--- src/rtl/pwmsinc_pkg.sv ---
package pwmsinc_pkg;

    // Accumulator width: 3*log2(R) bits of gain, one sign bit and one for +R^3
    function automatic int acc_width(input int log2_ratio);
        return 3 * log2_ratio + 2;
    endfunction

    // Bitstream symbol to signed unit step
    function automatic logic signed [1:0] bit_step(input logic b);
        return b ? 2'sd1 : -2'sd1;
    endfunction

    typedef enum logic [1:0] {
        WARM_0    = 2'd0,
        WARM_1    = 2'd1,
        WARM_2    = 2'd2,
        WARM_DONE = 2'd3
    } warm_e;

    typedef struct packed {
        logic tick;       // window boundary this cycle
        logic warm_done;  // settling windows already passed
    } decim_evt_t;

endpackage

--- src/rtl/sinc3_integrators.sv ---
module sinc3_integrators #(
    parameter int ACC_W = 26
) (
    input  logic                    clk,
    input  logic                    rst,
    input  logic                    bit_in,
    output logic signed [ACC_W-1:0] acc_out
);
    import pwmsinc_pkg::*;

    localparam int STAGES = 3;

    logic signed [ACC_W-1:0] acc_q [STAGES];
    logic signed [ACC_W-1:0] feed  [STAGES+1];

    assign feed[0] = ACC_W'(bit_step(bit_in));

    for (genvar g = 0; g < STAGES; g++) begin : g_stage
        assign feed[g+1] = acc_q[g];
        always_ff @(posedge clk) begin
            if (rst) acc_q[g] <= '0;
            else     acc_q[g] <= acc_q[g] + feed[g];
        end
    end

    assign acc_out = acc_q[STAGES-1];

    // first stage moves by exactly one unit per clock
    p_unit_step_r5: assert property (@(posedge clk) disable iff (rst)
        !$past(rst) |-> ((acc_q[0] - $past(acc_q[0]) == ACC_W'(1)) ||
                         (acc_q[0] - $past(acc_q[0]) == -ACC_W'(1))));

endmodule

--- src/rtl/sinc3_decim_ctrl.sv ---
module sinc3_decim_ctrl #(
    parameter int RATIO_W = 9,
    parameter int IDX_W   = 6
) (
    input  logic                          clk,
    input  logic                          rst,
    input  logic [RATIO_W-1:0]            ratio,
    input  logic [RATIO_W-1:0]            phase_load,
    input  logic                          sync,
    output pwmsinc_pkg::decim_evt_t       evt,
    output logic [IDX_W-1:0]              idx
);
    import pwmsinc_pkg::*;

    localparam logic [RATIO_W-1:0] ONE     = RATIO_W'(1);
    localparam logic [IDX_W-1:0]   IDX_TOP = '1;

    logic [RATIO_W-1:0] cnt_q;
    logic [IDX_W-1:0]   idx_q;
    warm_e              warm_q;
    logic               tick;

    assign tick = (cnt_q >= ratio - ONE);

    always_ff @(posedge clk) begin
        if (rst)       cnt_q <= '0;
        else if (sync) cnt_q <= phase_load;
        else if (tick) cnt_q <= '0;
        else           cnt_q <= cnt_q + ONE;
    end

    always_ff @(posedge clk) begin
        if (rst)                           idx_q <= '0;
        else if (sync)                     idx_q <= '0;
        else if (tick && idx_q != IDX_TOP) idx_q <= idx_q + IDX_W'(1);
    end

    always_ff @(posedge clk) begin
        if (rst)                              warm_q <= WARM_0;
        else if (tick && warm_q != WARM_DONE) warm_q <= warm_e'(warm_q + 2'd1);
    end

    always_comb begin
        evt.tick      = tick;
        evt.warm_done = (warm_q == WARM_DONE);
    end
    assign idx = idx_q;

    // sync reloads the phase offset
    p_sync_load_r6: assert property (@(posedge clk) disable iff (rst)
        sync |=> cnt_q == $past(phase_load));
    // free-running counter wraps after a boundary
    p_wrap_r3: assert property (@(posedge clk) disable iff (rst)
        (tick && !sync) |=> cnt_q == '0);
    // index restarts after a sync
    p_idx_clear_r7: assert property (@(posedge clk) disable iff (rst)
        sync |=> idx_q == '0);
    // saturated index holds while no sync arrives
    p_idx_hold_r9: assert property (@(posedge clk) disable iff (rst)
        (idx_q == IDX_TOP && !sync) |=> idx_q == IDX_TOP);

endmodule

--- src/rtl/sinc3_combs.sv ---
module sinc3_combs #(
    parameter int ACC_W = 26
) (
    input  logic                    clk,
    input  logic                    rst,
    input  logic                    tick,
    input  logic signed [ACC_W-1:0] acc_in,
    output logic signed [ACC_W-1:0] y
);
    localparam int STAGES = 3;

    logic signed [ACC_W-1:0] dly_q  [STAGES];
    logic signed [ACC_W-1:0] stg_in [STAGES+1];
    logic signed [ACC_W-1:0] y_q;

    assign stg_in[0] = acc_in;

    for (genvar g = 0; g < STAGES; g++) begin : g_diff
        assign stg_in[g+1] = stg_in[g] - dly_q[g];
        always_ff @(posedge clk) begin
            if (rst)       dly_q[g] <= '0;
            else if (tick) dly_q[g] <= stg_in[g];
        end
    end

    always_ff @(posedge clk) begin
        if (rst)       y_q <= '0;
        else if (tick) y_q <= stg_in[STAGES];
    end

    assign y = y_q;

    // sample holds between boundaries
    p_hold_r3: assert property (@(posedge clk) disable iff (rst)
        !tick |=> $stable(y_q));

endmodule

--- src/rtl/pwm_locked_sinc3.sv ---
module pwm_locked_sinc3 #(
    parameter int LOG2_MAX_RATIO = 8,
    parameter int IDX_W          = 6,
    localparam int RATIO_W       = LOG2_MAX_RATIO + 1,
    localparam int ACC_W         = pwmsinc_pkg::acc_width(LOG2_MAX_RATIO)
) (
    input  logic                    clk,
    input  logic                    rst,
    input  logic                    mod_bit,
    input  logic [RATIO_W-1:0]      dec_ratio,
    input  logic [RATIO_W-1:0]      lock_phase,
    input  logic                    pwm_sync,
    output logic signed [ACC_W-1:0] sample_out,
    output logic                    sample_valid,
    output logic [IDX_W-1:0]        sample_idx
);
    import pwmsinc_pkg::*;

    logic signed [ACC_W-1:0] acc3;
    decim_evt_t              evt;
    logic [IDX_W-1:0]        cur_idx;
    logic                    valid_q;
    logic [IDX_W-1:0]        idx_q;

    sinc3_integrators #(.ACC_W(ACC_W)) u_integ (
        .clk    (clk),
        .rst    (rst),
        .bit_in (mod_bit),
        .acc_out(acc3)
    );

    sinc3_decim_ctrl #(.RATIO_W(RATIO_W), .IDX_W(IDX_W)) u_ctrl (
        .clk       (clk),
        .rst       (rst),
        .ratio     (dec_ratio),
        .phase_load(lock_phase),
        .sync      (pwm_sync),
        .evt       (evt),
        .idx       (cur_idx)
    );

    sinc3_combs #(.ACC_W(ACC_W)) u_comb (
        .clk   (clk),
        .rst   (rst),
        .tick  (evt.tick),
        .acc_in(acc3),
        .y     (sample_out)
    );

    always_ff @(posedge clk) begin
        if (rst) begin
            valid_q <= 1'b0;
            idx_q   <= '0;
        end else begin
            valid_q <= evt.tick && evt.warm_done;
            if (evt.tick) idx_q <= cur_idx;
        end
    end

    assign sample_valid = valid_q;
    assign sample_idx   = idx_q;

    // strobe is a single cycle (ratio of at least 2)
    p_single_strobe_r3: assert property (@(posedge clk) disable iff (rst)
        sample_valid |=> !sample_valid);
    // no strobe before the settling windows have passed
    p_warm_r2: assert property (@(posedge clk) disable iff (rst)
        sample_valid |-> $past(evt.warm_done));

endmodule

--- config.mk ---
export PLATFORM = sky130hd
export DESIGN_NAME = pwm_locked_sinc3
export DESIGN_NICKNAME = d
export VERILOG_FILES = /design/src/rtl/pwmsinc_pkg.sv /design/src/rtl/sinc3_integrators.sv /design/src/rtl/sinc3_decim_ctrl.sv /design/src/rtl/sinc3_combs.sv /design/src/rtl/pwm_locked_sinc3.sv
export SDC_FILE = /design/constraint.sdc
export NUM_CORES = 1
export LEC_CHECK = 0
export ABC_AREA = 1
export BUFFER_PORTS_ARGS = -buffer_cell sky130_fd_sc_hd__buf_4
export CORE_UTILIZATION = 24
export DETAILED_ROUTE_END_ITERATION = 7
export PLACE_DENSITY_LB_ADDON = 0.25
export SYNTH_ARGS = -nofsm -noshare
export SYNTH_HDL_FRONTEND = slang
export SYNTH_SLANG_ARGS = --single-unit
--- constraint.sdc ---
create_clock -name clk -period 6.35 [get_ports clk]
set_input_delay 1.5875 -clock clk [delete_from_list [all_inputs] [get_ports clk]]
set_output_delay 1.5875 -clock clk [all_outputs]
set_load 0.05 [all_outputs]
==> results.toml <==
[outcome]
status = "completed"

[finish]
mostFrequentLayoutCell = "sky130_fd_sc_hd__nand2_1"
final_layout_size_suffix_gt1_share_pct = 7.91
finalInstanceArea_um2 = 17000
diodes = 0
post_layout_nets = 2216
finish.cell_count_without_fillers = 2830
fillerInstances = 6525
final_cell_mix = "322 x sky130_fd_sc_hd__nand2_1, 292 x sky130_fd_sc_hd__inv_1, 225 x sky130_fd_sc_hd__a21oi_1"
post_synthesis_to_final_layout_area_growth_pct = 15.4

[global_routing]
global_route_wire_length_before_repair_um = 57500
globalRoute.totalOverflow = 0
vias_in_the_first_global_route = 11988
grt_use_total_pct = 10.9
grt_max_degree = 79
antenna_found_initial = 0

[synthesis]
post_synth_instance_area_um2 = 14700
synth-seq-area-share_pct = 33.3
synth_area_per_cell_um2 = 7.51
synthArstFlopShare_pct = 0
yosys_warnings = 0
number_of_distinct_library_cell_variants_in_the_gate_level_netlist_after_synthesis = 58
synth-seq-cells = 206
synthCells = 1963
synth-main-ff-cell = "sky130_fd_sc_hd__dfxtp_1"
synth-edff-count = 78
postSynthNetCount = 2153

[placed_design]
io_buffer_count = 54
place_area_um2 = 16100
routabilityCongestion = 0.823
total_instance_count_after_detailed_placement = 2778
place_hpwl_um = 27100

[sta]
finalMaxSlewViolations = 0
final.setup.tns_ns = 0
achievable-frequency_mhz = 195
report.final.hold_viol_count = 0
slew_headroom_pct = 33.2
transition_time_at_the_pin_with_the_least_slew_margin_ns = 1.00
fin_worst_skew_ns = 0.0144
timing.hold.ws_ns = 0.453
finalCritPeriodShare_pct = 80.6
setup_viol = 0
rsz0062_at_grt = "false"
final_period_minus_worst_setup_slack_ns = 5.12

[routing]
post_drt_via_cell_ratio = 4.41
initialDrtViolationCount = 498
drtPass1Iterations = 5
detail-route-antenna-nets = 0
met3_length_um = 976
routed_wire_length_per_instance_um = 12.2
via_count = 12486
post-route-drc-count = 0
met2_wirelength_um = 15500
route.top_layer_used = "met4"
drt-met1-wl_um = 17300
wirelength_um = 34600

[clock_network]
post-cts-setup-buffer-count = 0
worst_setup_hold_path_clk_slew_ns = 0.06
clock_tree.buffer_depth = 3
post_cts_resized = 0
clockRootBuffer = "sky130_fd_sc_hd__clkbuf_16"
cts_hold_repair.buffers = 0
clkSinkCount = 206
clk-insertion-delay-late_ns = 0.55
tritoncts_clock_tree = "yes"
h-tree-depth = 1
tritoncts.num_buffers = 28

[min_path]
hold_crit_path_type = "flip-flop to flip-flop"

[floorplan]
design.die.area_um2 = 62400
die_w_um = 250
initial_standard_cell_utilization_of_the_core_pct = 24.4
design.portCount = 55
placeableCoreArea_um2 = 60500
dieHeight_um = 250
row_count = 90

[setup_path]
crit_path_start_kind = "flip-flop"
crit_top_cell = "sky130_fd_sc_hd__nand2_1"
critical_path.max_fanout = 5
timing.critical_path.slowest_stage_cell = "sky130_fd_sc_hd__fa_1"
data_required_time_at_the_worst_endpoint_ns = 6.79
critical_path.max_stage_delay_ns = 0.38
worst_setup_path_end_kind = "flip-flop"
timing.critical_path.arrival_ns = 5.56
crit_type = "flip-flop to flip-flop"

[flow_run]
maxCapViolCount = 0
stage by stage:
step / setup WS, ns / util (%)
after floorplan: 1.67 / -
after global placement: 1.28 / 26.6
after detailed placement: 1.15 / 26.6
after CTS: 1.21 / 28.1
after global routing: 0.678 / 28.1
final: 1.23 / 28.1
area by class of cell:
class	instances	area [um2]	area share [%]
Multi-Input combinational cell	1433	8610	50.6
Sequential cell	206	4900	28.8
Inverter	298	1120	6.58
Tap cell	782	978	5.75
Clock buffer	34	786	4.62
Timing Repair Buffer	59	443	2.60
Clock inverter	18	165	0.971
cell families (layout without fill, tap and decap cells):
logic type | Yosys count | count (layout) | synth area share (%)
xor gates and xnor gates | 70 | 70 | 4.21
buffers and inverters | 324 | 409 | 8.33
AOI/OAI and AO/OA | 507 | 507 | 19.8
DFF | 206 | 206 | 33.3
and+or+nand+nor | 688 | 688 | 19.8
adders and majority gates | 168 | 168 | 14.6
routing by layer:
layer  track usage, %  up-vias
li1                 -     6764
met1             14.4     5520
met2             18.5      148
met3             1.67       54
met4             2.42        0
met5                0        -
Yosys cell counts (5+ instances only):
cell type                  number  area (um2)
sky130_fd_sc_hd__a21o_1        27         203
sky130_fd_sc_hd__a21oi_1      225        1130
sky130_fd_sc_hd__a21oi_2        9        78.8
sky130_fd_sc_hd__a31oi_1        9        56.3
sky130_fd_sc_hd__buf_1          5        18.8
sky130_fd_sc_hd__buf_2          9        45.0
sky130_fd_sc_hd__clkbuf_1      12        45.0
sky130_fd_sc_hd__dfxtp_1      128        2560
sky130_fd_sc_hd__edfxtp_1      78        2340
sky130_fd_sc_hd__fa_1           6         120
sky130_fd_sc_hd__ha_1         162        2030
sky130_fd_sc_hd__inv_1        292        1100
sky130_fd_sc_hd__nand2_1      323        1210
sky130_fd_sc_hd__nand2_2        9        56.3
sky130_fd_sc_hd__nand3_1       76         380
sky130_fd_sc_hd__nand3_2        8        80.1
sky130_fd_sc_hd__nand4_1       17         106
sky130_fd_sc_hd__nor2_1       205         769
sky130_fd_sc_hd__nor3_1        17        85.1
sky130_fd_sc_hd__nor4_1        13        81.3
sky130_fd_sc_hd__o211ai_1       7        52.6
sky130_fd_sc_hd__o21a_1        16         120
sky130_fd_sc_hd__o21ai_0      141         706
sky130_fd_sc_hd__o21ai_1       19        95.1
sky130_fd_sc_hd__o21ai_2        5        43.8
sky130_fd_sc_hd__o21bai_1      16         120
sky130_fd_sc_hd__xnor2_1       30         263
sky130_fd_sc_hd__xor2_1        39         342
state kept, by name (all words and copies together), names as in the netlist:
register       cells
u_ctrl.idx         6
u_ctrl.warm_q      2
u_comb.y          26
u_ctrl.cnt_q       9
sample_valid       1
u_integ.acc_q     78
u_comb.dly_q      78
sample_idx         6
path summary, 6_finish.rpt:
path         cells after the start      endpoint  slack [ns]                 from
max                             32  u_comb.y[24]        1.23  u_integ.acc_q[2][0]
min reg2reg                      2  u_comb.y[24]        0.45         u_comb.y[24]
min                              2  u_comb.y[24]        0.45         u_comb.y[24]
max reg2reg                     32  u_comb.y[24]        1.23  u_integ.acc_q[2][0]
worst max-delay path: cells and delay by family (launching register included):
kind | cells | cell delay [ns]
adders and majority gates | 4 | 1.23
DFF | 1 | 0.32
AOI/OAI and AO/OA | 8 | 1.14
and+or+nand+nor | 13 | 1.55
buffers and inverters | 5 | 0.35
xor gates and xnor gates | 2 | 0.43
Power is left out: the tool's default activity adds up to more than one toggle a clock period on the data nets, which glitch-free logic cannot reach.
